--- src/rtl/raster_timing_pkg.sv ---
package raster_timing_pkg;

    localparam int REG_IDX_W = 4;
    localparam int WIN_W     = 32;
    localparam int N_TIM     = 9;

    typedef enum logic [REG_IDX_W-1:0] {
        RG_CTRL     = 4'd0,
        RG_H_LAST   = 4'd1,
        RG_H_VIS    = 4'd2,
        RG_HS_BEG   = 4'd3,
        RG_HS_END   = 4'd4,
        RG_V_LAST   = 4'd5,
        RG_V_VIS    = 4'd6,
        RG_VS_BEG   = 4'd7,
        RG_VS_END   = 4'd8,
        RG_PREFETCH = 4'd9,
        RG_SYNC     = 4'd10,
        RG_DISP     = 4'd11
    } reg_idx_e;

    // positions inside the geometry array (index = register index - 1)
    localparam int TI_H_LAST   = 0;
    localparam int TI_H_VIS    = 1;
    localparam int TI_HS_BEG   = 2;
    localparam int TI_HS_END   = 3;
    localparam int TI_V_LAST   = 4;
    localparam int TI_V_VIS    = 5;
    localparam int TI_VS_BEG   = 6;
    localparam int TI_VS_END   = 7;
    localparam int TI_PREFETCH = 8;

    localparam int CTRL_RUN_BIT     = 0;
    localparam int CTRL_REFRESH_BIT = 1;
    localparam int SC_OFF_ALL_BIT   = 1;
    localparam int SC_INV_H_BIT     = 3;
    localparam int SC_INV_V_BIT     = 4;
    localparam int SC_OFF_H_BIT     = 5;
    localparam int SC_OFF_V_BIT     = 6;
    localparam int DISP_BLANK_BIT   = 1;

    typedef struct packed {
        logic refresh;
        logic run;
    } ctrl_t;

    typedef struct packed {
        logic off_v;
        logic off_h;
        logic inv_v;
        logic inv_h;
        logic off_all;
    } sync_ctl_t;

    // count lies after 'beg' and up to and including 'fin'
    function automatic logic in_window(logic [WIN_W-1:0] c,
                                       logic [WIN_W-1:0] beg,
                                       logic [WIN_W-1:0] fin);
        return (c > beg) && (c <= fin);
    endfunction

endpackage

--- src/rtl/raster_regs.sv ---
module raster_regs
    import raster_timing_pkg::*;
#(
    parameter int DATA_W = 16
) (
    input  logic                  clk,
    input  logic                  rst,
    input  logic                  wr_en,
    input  logic [REG_IDX_W-1:0]  wr_addr,
    input  logic [DATA_W-1:0]     wr_data,
    output logic [DATA_W-1:0]     tim [N_TIM],
    output ctrl_t                 ctrl,
    output sync_ctl_t             sctl,
    output logic                  disp_off
);

    always_ff @(posedge clk) begin
        if (rst) begin
            for (int i = 0; i < N_TIM; i++) tim[i] <= '0;
        end else if (wr_en) begin
            for (int i = 0; i < N_TIM; i++) begin
                if (wr_addr == REG_IDX_W'(int'(RG_H_LAST) + i))
                    tim[i] <= wr_data;
            end
        end
    end

    always_ff @(posedge clk) begin
        if (rst) begin
            ctrl     <= '0;
            sctl     <= '0;
            disp_off <= 1'b0;
        end else if (wr_en) begin
            case (wr_addr)
                RG_CTRL: begin
                    ctrl.run     <= wr_data[CTRL_RUN_BIT];
                    ctrl.refresh <= wr_data[CTRL_REFRESH_BIT];
                end
                RG_SYNC: begin
                    sctl.off_all <= wr_data[SC_OFF_ALL_BIT];
                    sctl.inv_h   <= wr_data[SC_INV_H_BIT];
                    sctl.inv_v   <= wr_data[SC_INV_V_BIT];
                    sctl.off_h   <= wr_data[SC_OFF_H_BIT];
                    sctl.off_v   <= wr_data[SC_OFF_V_BIT];
                end
                RG_DISP: disp_off <= wr_data[DISP_BLANK_BIT];
                default: ;
            endcase
        end
    end

endmodule

--- src/rtl/raster_axis_cnt.sv ---
module raster_axis_cnt #(
    parameter int CNT_W  = 12,
    parameter int DATA_W = 16
) (
    input  logic              clk,
    input  logic              rst,
    input  logic              run,
    input  logic              adv,
    input  logic [DATA_W-1:0] last,
    output logic [CNT_W-1:0]  cnt,
    output logic              wrap
);

    // restart at or beyond the programmed last count, so a shrunk
    // geometry never lets the counter run off to its full range
    assign wrap = adv && (DATA_W'(cnt) >= last);

    always_ff @(posedge clk) begin
        if (rst || !run)
            cnt <= '0;
        else if (adv)
            cnt <= wrap ? '0 : cnt + 1'b1;
    end

endmodule

--- src/rtl/raster_sync_shape.sv ---
module raster_sync_shape
    import raster_timing_pkg::*;
#(
    parameter int CNT_W  = 12,
    parameter int DATA_W = 16
) (
    input  logic              run,
    input  logic [CNT_W-1:0]  cnt,
    input  logic [DATA_W-1:0] beg,
    input  logic [DATA_W-1:0] fin,
    input  logic              inv,
    input  logic              force_off,
    output logic              sync_out
);

    logic raw;

    assign raw      = in_window(WIN_W'(cnt), WIN_W'(beg), WIN_W'(fin));
    // inactive level equals the inversion bit
    assign sync_out = (!run || force_off) ? inv : (raw ^ inv);

endmodule

--- src/rtl/raster_timing_gen.sv ---
module raster_timing_gen
    import raster_timing_pkg::*;
#(
    parameter int CNT_W  = 12,
    parameter int DATA_W = 16
) (
    input  logic                 clk,
    input  logic                 rst,
    input  logic                 wr_en,
    input  logic [REG_IDX_W-1:0] wr_addr,
    input  logic [DATA_W-1:0]    wr_data,
    output logic                 hsync,
    output logic                 vsync,
    output logic                 disp_en,
    output logic [CNT_W-1:0]     pos_x,
    output logic [CNT_W-1:0]     pos_y,
    output logic                 prefetch
);

    logic [DATA_W-1:0] tim [N_TIM];
    ctrl_t             ctrl_q;
    sync_ctl_t         sctl_q;
    logic              disp_off_q;

    logic run_q, refresh_q, inv_h, inv_v, off_all;
    logic [DATA_W-1:0] h_last, h_vis, v_vis, pf_pt;
    logic h_wrap, v_wrap_unused;

    raster_regs #(.DATA_W(DATA_W)) u_regs (
        .clk      (clk),
        .rst      (rst),
        .wr_en    (wr_en),
        .wr_addr  (wr_addr),
        .wr_data  (wr_data),
        .tim      (tim),
        .ctrl     (ctrl_q),
        .sctl     (sctl_q),
        .disp_off (disp_off_q)
    );

    assign run_q     = ctrl_q.run;
    assign refresh_q = ctrl_q.refresh;
    assign inv_h     = sctl_q.inv_h;
    assign inv_v     = sctl_q.inv_v;
    assign off_all   = sctl_q.off_all;
    assign h_last    = tim[TI_H_LAST];
    assign h_vis     = tim[TI_H_VIS];
    assign v_vis     = tim[TI_V_VIS];
    assign pf_pt     = tim[TI_PREFETCH];

    raster_axis_cnt #(.CNT_W(CNT_W), .DATA_W(DATA_W)) u_hcnt (
        .clk  (clk),
        .rst  (rst),
        .run  (run_q),
        .adv  (1'b1),
        .last (h_last),
        .cnt  (pos_x),
        .wrap (h_wrap)
    );

    raster_axis_cnt #(.CNT_W(CNT_W), .DATA_W(DATA_W)) u_vcnt (
        .clk  (clk),
        .rst  (rst),
        .run  (run_q),
        .adv  (h_wrap),
        .last (tim[TI_V_LAST]),
        .cnt  (pos_y),
        .wrap (v_wrap_unused)
    );

    raster_sync_shape #(.CNT_W(CNT_W), .DATA_W(DATA_W)) u_hs (
        .run       (run_q),
        .cnt       (pos_x),
        .beg       (tim[TI_HS_BEG]),
        .fin       (tim[TI_HS_END]),
        .inv       (inv_h),
        .force_off (off_all || sctl_q.off_h),
        .sync_out  (hsync)
    );

    raster_sync_shape #(.CNT_W(CNT_W), .DATA_W(DATA_W)) u_vs (
        .run       (run_q),
        .cnt       (pos_y),
        .beg       (tim[TI_VS_BEG]),
        .fin       (tim[TI_VS_END]),
        .inv       (inv_v),
        .force_off (off_all || sctl_q.off_v),
        .sync_out  (vsync)
    );

    assign disp_en  = run_q && refresh_q && !disp_off_q
                   && (DATA_W'(pos_x) <= h_vis)
                   && (DATA_W'(pos_y) <= v_vis);
    assign prefetch = run_q && (DATA_W'(pos_x) == pf_pt);

endmodule

--- config.mk ---
export PLATFORM = sky130hd
export DESIGN_NAME = raster_timing_gen
export DESIGN_NICKNAME = d
export VERILOG_FILES = /design/src/rtl/raster_timing_pkg.sv /design/src/rtl/raster_regs.sv /design/src/rtl/raster_axis_cnt.sv /design/src/rtl/raster_sync_shape.sv /design/src/rtl/raster_timing_gen.sv
export SDC_FILE = /design/constraint.sdc
export NUM_CORES = 1
export LEC_CHECK = 0
export BUFFER_PORTS_ARGS = -buffer_cell sky130_fd_sc_hd__buf_2
export CAP_MARGIN = 20
export CORE_ASPECT_RATIO = 0.75
export CORE_MARGIN = 2
export CORE_UTILIZATION = 55
export DETAILED_ROUTE_END_ITERATION = 8
export HOLD_SLACK_MARGIN = 0.15
export PLACE_DENSITY = 0.74
export RECOVER_POWER = 50
export SYNTH_ARGS = -nofsm -noshare
export SYNTH_HDL_FRONTEND = slang
export SYNTH_SLANG_ARGS = --single-unit
--- constraint.sdc ---
create_clock -name clk -period 5.1 [get_ports clk]
set_input_delay 1.02 -clock clk [delete_from_list [all_inputs] [get_ports clk]]
set_output_delay 1.02 -clock clk [all_outputs]
set_load 0.02 [all_outputs]
==> flow_summary_export.csv, run 1 <==
group,metric,value,unit
clock_network,cts_tree,"done",
detailed_routing,dr.pass1.iters,5,
clock_network,clk_latency,0.43,ns
synthesis,synth_top_cell_by_area,"dfxtp_1",
setup_path,slowest_stage,"dfxtp_1",
synthesis,synth_edf_count,0,
clock_network,htreeDepth,4,
layout,syn_to_final_growth,9.76,%
synthesis,yosysWarnings,0,
layout,layout_common_cells,"321 x nand2_1, 183 x a21oi_1, 176 x dfxtp_1, 98 x ha_1, 93 x inv_1",
synthesis,yosys_most_used_dff,"dfxtp_1",
hold_path,holdPathStages,2,
placement,place_hpwl,16900,µm
detailed_routing,vias,7905,
synthesis,synth.net_count,1289,
synthesis,ys_seq_area_frac,0.390,
power_and_ir_drop,power_density,280,nW/µm²
setup_path,required,4.08,ns
power_and_ir_drop,irDropWorstVdd,181,µV
synthesis,ys_types,47,
setup_path,critPathLaunch,"u_vcnt.cnt[9]",
sta,tightestPinTransition,1.76,ns
global_route,antenna_found_initial,0,
sta,slew_headroom,-0.172,
synthesis,async_flop_share,0,
floorplan,die_area,17500,µm²
sta,hold_viol_final,0,
clock_network,cts_buffers,17,
detailed_routing,wl_per_cell,17.3,µm
placement,gp_congestion,0.885,
clock_network,root_buffer,"clkbuf_16",
power_and_ir_drop,power.leakage,0.00362,µW
hold_path,hold_path_startpoint,"u_regs.tim[14]",
floorplan,die-height,115,µm
sta,holdWs,0.452,ns
sta,rsz0062_at_grt,"no",
synthesis,ys_ff_latch,176,
global_route,grt_max_degree,88,
clock_network,clockBufferDepth,2,
clock_network,cts_setup_buffers,0,
floorplan,die_x,152,µm
global_route,grt_overflow,0,
global_route,grt_use_total,0.287,
synthesis,syn_area_per_cell,7.74,µm²
sta,slew_viol_final,88,
setup_path,cp_slowest_stage_delay,0.54,ns
clock_network,cts.sinks,176,
sta,tns,0,ns
hold_path,hp-class,"flip-flop to flip-flop",
detailed_routing,drtAntennaViolNets,0,
synthesis,syn_area,9040,µm²
floorplan,floorplan.io_pins,51,
outcome,outcome,"finished, violations left",
layout,final_common_cell,"nand2_1",
setup_path,cp_common_cell,"a21oi_1",
setup_path,crit_type,"flip-flop to output port",
synthesis,netlist.area_leader.share,0.390,
floorplan,coreArea,16100,µm²
placement,port_buffers,50,
global_route,grt_pass1_wl,39000,µm
setup_path,start_kind,"flip-flop",
detailed_routing,dr.first_iter.drc_count,694,
clock_network,cts_resized,0,
setup_path,rr_startpoint,"u_hcnt.cnt[0]",
setup_path,r2r_cells,8,
layout,antenna_cells,0,
global_route,grt_pass1_vias,7249,
sta,fmax,0.264,GHz
synthesis,synth_cells,1168,
setup_path,crit_chain,"ha_1, a21oi_1, o21ai_0, a21oi_1, nor2b_1, o311a_1, a211oi_1, buf_2",
run,drv_cap,1,
outcome,violations,"max-capacitance violations, max-slew violations",
sta,finalCritPeriodShare,0.742,
clock_network,clk_pin_slew_worst_paths,0.07,ns
setup_path,crit_path_end_kind,"output port",
floorplan,start_util,0.563,
sta,setup_viol,0,
sta,fin_crit,3.78,ns
sta,clock_skew,0.00601,ns
layout,finish.net_count,1311,
floorplan,row_count,40,
synthesis,synth_area_leaders,"dfxtp_1 39%, ha_1 14%, nand2_1 13%",
detailed_routing,wirelength,24500,µm
detailed_routing,drt_drc_violations_left,0,
detailed_routing,vias_per_cell,5.60,
setup_path,worstPathArrival,2.76,ns
setup_path,worst-path-max-fanout,7,
layout,layout-drive-gt1-share,0.0666,
clock_network,ctsHoldBuffers,0,
## cell usage after synthesis, types with 2 or more instances
cell,number
inv_1,93
a2111oi_2,4
dfxtp_1,176
o31ai_1,3
o21a_1,5
ha_1,98
o31a_1,3
or4_1,2
nor2_1,45
xnor2_1,18
or2_2,3
o21ai_0,11
a211oi_1,10
nand4_1,22
a211o_1,2
o211ai_1,8
nor3_1,3
nand3_1,21
nor3_2,2
and3_1,8
mux2i_1,5
a21boi_0,2
nor4_1,10
nand2_1,321
xor2_1,15
o311a_1,2
nor2b_1,10
clkbuf_1,51
nand2b_1,6
buf_2,4
a31oi_1,3
a21oi_1,183
a21o_1,5
## logic make-up after synthesis
group / share of synthesized area
multiplexers: 0.00554
adder cells (fa/ha/maj): 0.136
buffers and inverters: 0.0632
AND/OR/NAND/NOR: 0.216
AO/OA/AOI/OAI: 0.158
flip-flops: 0.390
XOR/XNOR: 0.0320
## worst max-delay path: cells and delay by family, from the launching register on
family / cells / cell delay [ns]
AO/OA/AOI/OAI: 5 / 1.17
flip-flops: 1 / 0.54
adder cells (fa/ha/maj): 1 / 0.31
buffers and inverters: 1 / 0.24
AND/OR/NAND/NOR: 1 / 0.07
## final timing paths
check | endpoint | slack, ns
min reg2reg | u_regs.tim[14] | 0.45
min | u_regs.tim[14] | 0.45
max | disp_en | 1.32
max reg2reg | u_hcnt.cnt[6] | 2.25
## sequential cells by signal, summed over array words and instances, names as in the netlist
signal / count
u_regs.disp_off: 1
u_hcnt.cnt: 12
u_regs.sctl: 5
u_vcnt.cnt: 12
u_regs.ctrl: 2
u_regs.tim: 144
## per-stage QoR
stage	area, µm²	setup slack (ns)	util	total power [µW]	cells
2_1_floorplan	9040	1.88	-	1540	1168
3_3_place_gp	9360	1.86	0.582	1590	1375
3_5_place_dp	9360	1.86	0.582	1590	1375
4_1_cts	9900	1.36	0.616	2790	1406
5_1_grt	9920	1.21	0.618	2860	1412
6_report	9920	1.32	0.618	2780	1412
## layer usage
metal	up-vias	global-route usage	routed length [µm]
li1	3948	-	-
met3	41	0.0562	2130
met2	264	0.432	10200
met1	3652	0.411	11600
met4	0	0.107	622
met5	-	0	0
## where the power goes
group | switching [µW] | internal [µW]
Combinational | 121 | 46.3
Clock | 546 | 669
Sequential | 8.22 | 1390
Total | 676 | 2100
## final cells by class
class	instances	area, µm²
inverters	93	349
multi-input cells	843	4950
well taps	210	263
repair buffers	59	298
fillers	1470	6140
clock inverters	9	60.1
clock buffers	22	484
flip-flops and latches	176	3520
Power figures use the tool's default switching activity.
==> run 2: changes to the inputs <==
Settings changed: PLACE_DENSITY 0.74 to 0.77.
Clock period 5.1 ns to 3.12 ns, I/O delays scaled along.
==> run 2 against run 1 <==
  * The run still ends with max-capacitance violations, max-slew violations left
  * Cell area grew 2.9%
  * Via count grew 4.9%
  * First-iteration DRC count grew 47%
  * Worst setup slack lost 1.2 ns
  * Clock skew grew 0.0042 ns
  * Critical path type unchanged
==> flow_summary_export.csv, run 2 (synthesis gave the netlist of run 1 again) <==
group,metric,value,unit
setup_path,crit_path_end_kind,"output port",
clock_network,htreeDepth,4,
layout,syn_to_final_growth,13.0,%
floorplan,die_x,152,µm
power_and_ir_drop,clock_power_share,0.465,
floorplan,row_count,40,
setup_path,worst-path-max-fanout,8,
layout,largest_reg_flops,144,
sta,hold_viol_final,0,
detailed_routing,vias_per_cell,5.78,
sta,tightestPinTransition,3.11,ns
detailed_routing,vias,8292,
setup_path,critPathLaunch,"u_vcnt.cnt[1]",
clock_network,clk_latency,0.44,ns
sta,clock_skew,0.0102,ns
global_route,grt_use_total,0.302,
layout,finish.net_count,1331,
floorplan,start_util,0.563,
clock_network,cts_setup_buffers,0,
power_and_ir_drop,intPower,3690,µW
sta,fmax,0.330,GHz
power_and_ir_drop,p_comb_frac,0.059,
power_and_ir_drop,seqPwrFrac,0.476,
power_and_ir_drop,power_density,470,nW/µm²
floorplan,floorplan.io_pins,51,
sta,slew_viol_final,153,
layout,utilization,0.636,
power_and_ir_drop,power.total,4800,µW
clock_network,cts.sinks,176,
layout,layout-drive-gt1-share,0.115,
outcome,outcome,"finished, violations left",
detailed_routing,dr.first_iter.drc_count,1018,
clock_network,clk_pin_slew_worst_paths,0.06,ns
sta,slew_headroom,-1.07,
placement,port_buffers,50,
floorplan,die_area,17500,µm²
setup_path,worstPathArrival,2.41,ns
power_and_ir_drop,irDropWorstVdd,273,µV
detailed_routing,dr.pass1.iters,5,
power_and_ir_drop,p_sw,1100,µW
global_route,grt_pass1_vias,7658,
detailed_routing,drt_drc_violations_left,0,
power_and_ir_drop,power.leakage,0.00387,µW
layout,largestRegisters,"u_regs.tim: 144 flops, u_hcnt.cnt: 12 flops, u_vcnt.cnt: 12 flops",
setup_path,start_kind,"flip-flop",
detailed_routing,wl_per_cell,18.0,µm
global_route,antenna_found_initial,2,
sta,setup_viol,0,
setup_path,slowest_stage,"o311a_1",
floorplan,coreArea,16100,µm²
outcome,violations,"max-capacitance violations, max-slew violations",
sta,finalCritPeriodShare,0.971,
setup_path,crit_type,"flip-flop to output port",
sta,fin_crit,3.03,ns
power_and_ir_drop,switching_share,0.230,
placement,place_hpwl,17400,µm
layout,final_common_cell,"nand2_1",
detailed_routing,wirelength,25900,µm
layout,top_register,"u_regs.tim",
global_route,grt_overflow,0,
global_route,grt_pass1_wl,41300,µm
setup_path,cp_slowest_stage_delay,0.42,ns
layout,fill_cells,1369,
placement,gp_congestion,0.963,
global_route,grt_max_degree,153,
run,drv_cap,1,
hold_path,hp-class,"flip-flop to flip-flop",
hold_path,hold_path_startpoint,"u_regs.tim[45]",
setup_path,required,2.50,ns
clock_network,root_buffer,"clkbuf_16",
clock_network,ctsHoldBuffers,0,
layout,layout_common_cells,"321 x nand2_1, 182 x a21oi_1, 161 x dfxtp_1, 98 x ha_1, 93 x inv_1",
setup_path,rr_startpoint,"u_hcnt.cnt[0]",
clock_network,cts_tree,"done",
setup_path,crit_chain,"ha_1, nor2b_1, o21a_1, o21ai_1, a21oi_1, o311a_1, a211oi_2, buf_4",
detailed_routing,drtAntennaViolNets,0,
floorplan,die-height,115,µm
clock_network,clockBufferDepth,2,
clock_network,cts_buffers,17,
-- run 2: cell types whose count changed in the layout (fill, tap and decap cells not counted), sizes merged --
cell,delta
diode,+2
bufinv,+3
buf,+44
clkinvlp,-2
clkinv,-1
clkbuf,-23
-- run 2: power by group through the flow --
| stage | clock [µW] | sequential, µW | combinational (µW) |
|---|---|---|---|
| 6_report | 2230 | 2280 | 284 |
| 3_3_place_gp | 0 | 2330 | 270 |
| 5_1_grt | 2350 | 2290 | 305 |
| 4_1_cts | 2250 | 2280 | 277 |
| 3_5_place_dp | 0 | 2330 | 273 |
| 2_1_floorplan | 0 | 2330 | 179 |
-- run 2: critical path: cells and delay by family, from the launching register on --
kind                       cells  cell delay, ns
AOI/OAI and AO/OA              5            0.97
adders and majority gates      1            0.31
buffers and inverters          1            0.18
DFF                            1            0.37
and+or+nand+nor                1            0.13
-- run 2: worst paths after layout --
kind | endpoint | slack [ns] | depth (start not counted)
max | disp_en | 0.09 | 8
min | u_regs.tim[45] | 0.45 | 2
max reg2reg | u_hcnt.cnt[10] | 0.44 | 8
min reg2reg | u_regs.tim[45] | 0.45 | 2
-- run 2: repair_timing --
action	CTS	global route
resized for setup	6	16
pin swaps	0	5
cloned	0	0
endpoints found under the setup margin	2	3
hold endpoints to repair	0	0
-- run 2: through the flow --
| stage | setup WS (ns) | std cells | area (µm²) | hold WS [ns] | TNS (ns) |
|---|---|---|---|---|---|
| after global routing | -0.00481 | 1433 | 10200 | 0.472 | -0.00481 |
| after detailed placement | 0.401 | 1401 | 9570 | 0.444 | 0 |
| after global placement | 0.401 | 1401 | 9570 | 0.439 | 0 |
| final | 0.0892 | 1435 | 10200 | 0.449 | 0 |
| after floorplan | 0.300 | 1168 | 9040 | 0.431 | 0 |
| after CTS | 0.00376 | 1433 | 10200 | 0.452 | 0 |
-- run 2: metal layers --
layer	track usage	up-vias	wire length, µm
li1	-	3995	-
met1	0.434	3908	11900
met2	0.455	346	11000
met3	0.0686	43	2500
met4	0.0947	0	514
met5	0	-	0
-- run 2: area by class of cell --
type / instances / area (µm²) / share of cell area
well taps: 210 / 263 / 0.0257
repair buffers: 79 / 473 / 0.0463
clock buffers: 23 / 488 / 0.0478
inverters: 93 / 349 / 0.0342
multi-input cells: 843 / 4960 / 0.486
flip-flops and latches: 176 / 3540 / 0.347
clock inverters: 9 / 130 / 0.0127
diodes: 2 / 5.00 / 0.000490
==> run 3: changes to the inputs <==
Settings changed: SYNTH_HIERARCHICAL set to 1.
==> run 3 against run 2 <==
  * The run now ends clean
  * Clock-buffer cell count decreased by 6
  * Worst setup slack got worse by 0.034 ns
  * Critical endpoint is now vsync
  * Cell area increased by 12%
  * Largest power group is now clock
  * Largest cell class unchanged
  * Register-to-register slack got worse by 0.09 ns
  * Sequential cell count unchanged
  * Wire length decreased by 1.4%
  * Synthesized area increased by 12%
  * Final cell count decreased by 5.5%
  * Worst hold slack improved by 0.026 ns
  * Clock skew decreased by 0.0022 ns
==> flow_summary_export.csv, run 3 <==
group,metric,value,unit
outcome,outcome,"complete, no violations",
sta,fmax,0.326,GHz
floorplan,start_util,0.568,
hold_path,hp-class,"flip-flop to flip-flop",
global_route,grt_pass1_vias,7383,
clock_network,htreeDepth,4,
run,drv_cap,0,
sta,tns,0,ns
layout,finish.net_count,1221,
clock_network,cts.sinks,176,
global_route,grt_max_degree,82,
sta,fin_crit,3.06,ns
layout,fin_cells,1356,
placement,dpl.cell_count,1316,
layout,syn_to_final_growth,12.9,%
power_and_ir_drop,power.total,4960,µW
sta,setup_ws,0.0555,ns
detailed_routing,drt_drc_violations_left,0,
synthesis,syn_area,10100,µm²
setup_path,crit_type,"flip-flop to output port",
power_and_ir_drop,irDropWorstVdd,321,µV
layout,top_register,"u_regs/tim",
synthesis,syn_area_per_cell,9.62,µm²
setup_path,worst-path-max-fanout,2,
floorplan,die-height,122,µm
synthesis,synth_cells,1054,
placement,port_buffers,50,
clock_network,root_buffer,"clkbuf_16",
floorplan,floorplan.io_pins,51,
layout,largest_reg_flops,144,
sta,clock_skew,0.00800,ns
placement,pre_cts_ws,0.307,ns
detailed_routing,drtAntennaViolNets,0,
floorplan,die_x,161,µm
layout,largestRegisters,"u_regs/tim: 144 flops, u_hcnt/cnt: 12 flops, u_vcnt/cnt: 12 flops",
power_and_ir_drop,power.leakage,0.00532,µW
global_route,grt_pass1_wl,39800,µm
floorplan,coreArea,17900,µm²
detailed_routing,vias_per_cell,5.64,
clock_network,clk_latency,0.43,ns
power_and_ir_drop,power_density,433,nW/µm²
clock_network,cts_tree,"done",
layout,layout-drive-gt1-share,0.158,
placement,gp_congestion,0.889,
global_route,grt_overflow,0,
floorplan,die_area,19600,µm²
setup_path,start_kind,"flip-flop",
detailed_routing,wl_per_cell,18.8,µm
layout,layout_common_cells,"170 x nand2b_1, 162 x dfxtp_1, 154 x mux2i_1, 96 x inv_1, 92 x ha_1",
detailed_routing,dr.pass1.iters,5,
sta,slew_headroom,0.158,
clock_network,clk_pin_slew_worst_paths,0.07,ns
layout,final_common_cell,"nand2b_1",
global_route,antenna_found_initial,4,
sta,finalCritPeriodShare,0.982,
sta,setup_viol,0,
sta,slew_viol_final,0,
synthesis,yosysWarnings,6,
layout,fill_cells,1445,
setup_path,required,2.50,ns
clock_network,clockBufferDepth,2,
detailed_routing,wirelength,25500,µm
setup_path,crit_path_end_kind,"output port",
setup_path,worstPathArrival,2.44,ns
placement,place_hpwl,17600,µm
floorplan,row_count,42,
setup_path,rrSetupSlack,0.35,ns
detailed_routing,dr.first_iter.drc_count,605,
clock_network,cts_buffers,17,
detailed_routing,vias,7652,
sta,tightestPinTransition,1.26,ns
sta,hold_viol_final,0,
global_route,grt_use_total,0.263,
layout,utilization,0.641,
[run 3: repair_timing]
action                     in CTS  in global routing
gates resized for setup        11                 36
pin swaps                       2                 13
setup buffers                   0                  7
hold endpoints to repair        0                  0
hold buffers                    0                  0
setup endpoints to repair       3                  3
[run 3: metal layers]
| metal | vias up | track usage | routed length (µm) |
|---|---|---|---|
| met5 | - | 0 | 12 |
| met4 | 2 | 0.0748 | 372 |
| met3 | 36 | 0.0497 | 1580 |
| met2 | 207 | 0.395 | 11000 |
| met1 | 3706 | 0.387 | 12500 |
| li1 | 3701 | - | - |
[run 3: where the power goes]
part	switching (µW)	internal (µW)
registers	15.2	2270
logic	200	137
clock network	922	1420
[run 3: layout make-up]
type	count	area, µm²	area share
Antenna cell	2	5.00	0.000437
Timing Repair Buffer	80	500	0.0437
Tap cell	242	303	0.0264
Clock inverter	14	214	0.0187
Inverter	96	360	0.0315
Clock buffer	17	425	0.0371
Multi-Input combinational cell	729	6100	0.533
Sequential cell	176	3540	0.309
[run 3: stage by stage]
stage	hold slack [ns]	cell area, µm²
floorplan	0.447	10100
global placement	0.457	10600
detailed placement	0.465	10600
CTS	0.476	11200
global route	0.489	11500
finish	0.475	11500
[run 3: worst max-delay path: stages (launching register included)]
cell and delay, ns:
dfxtp_1 0.33, inv_1 0.04, ha_1 0.28, a21o_1 0.18
a221o_1 0.35, a221oi_4 0.38, a211o_2 0.20, o211ai_2 0.10
buf_6 0.15
[run 3: path summary, 6_finish.rpt]
| kind | to | start | cells after the start |
|---|---|---|---|
| worst max-delay path | vsync | u_regs/tim[21] | 8 |
| worst min-delay path | u_regs/sctl[3] | u_regs/sctl[3] | 2 |
| worst max register to register | u_vcnt/cnt[3] | u_hcnt/cnt[11] | 8 |
| worst min register to register | u_regs/sctl[3] | u_regs/sctl[3] | 2 |
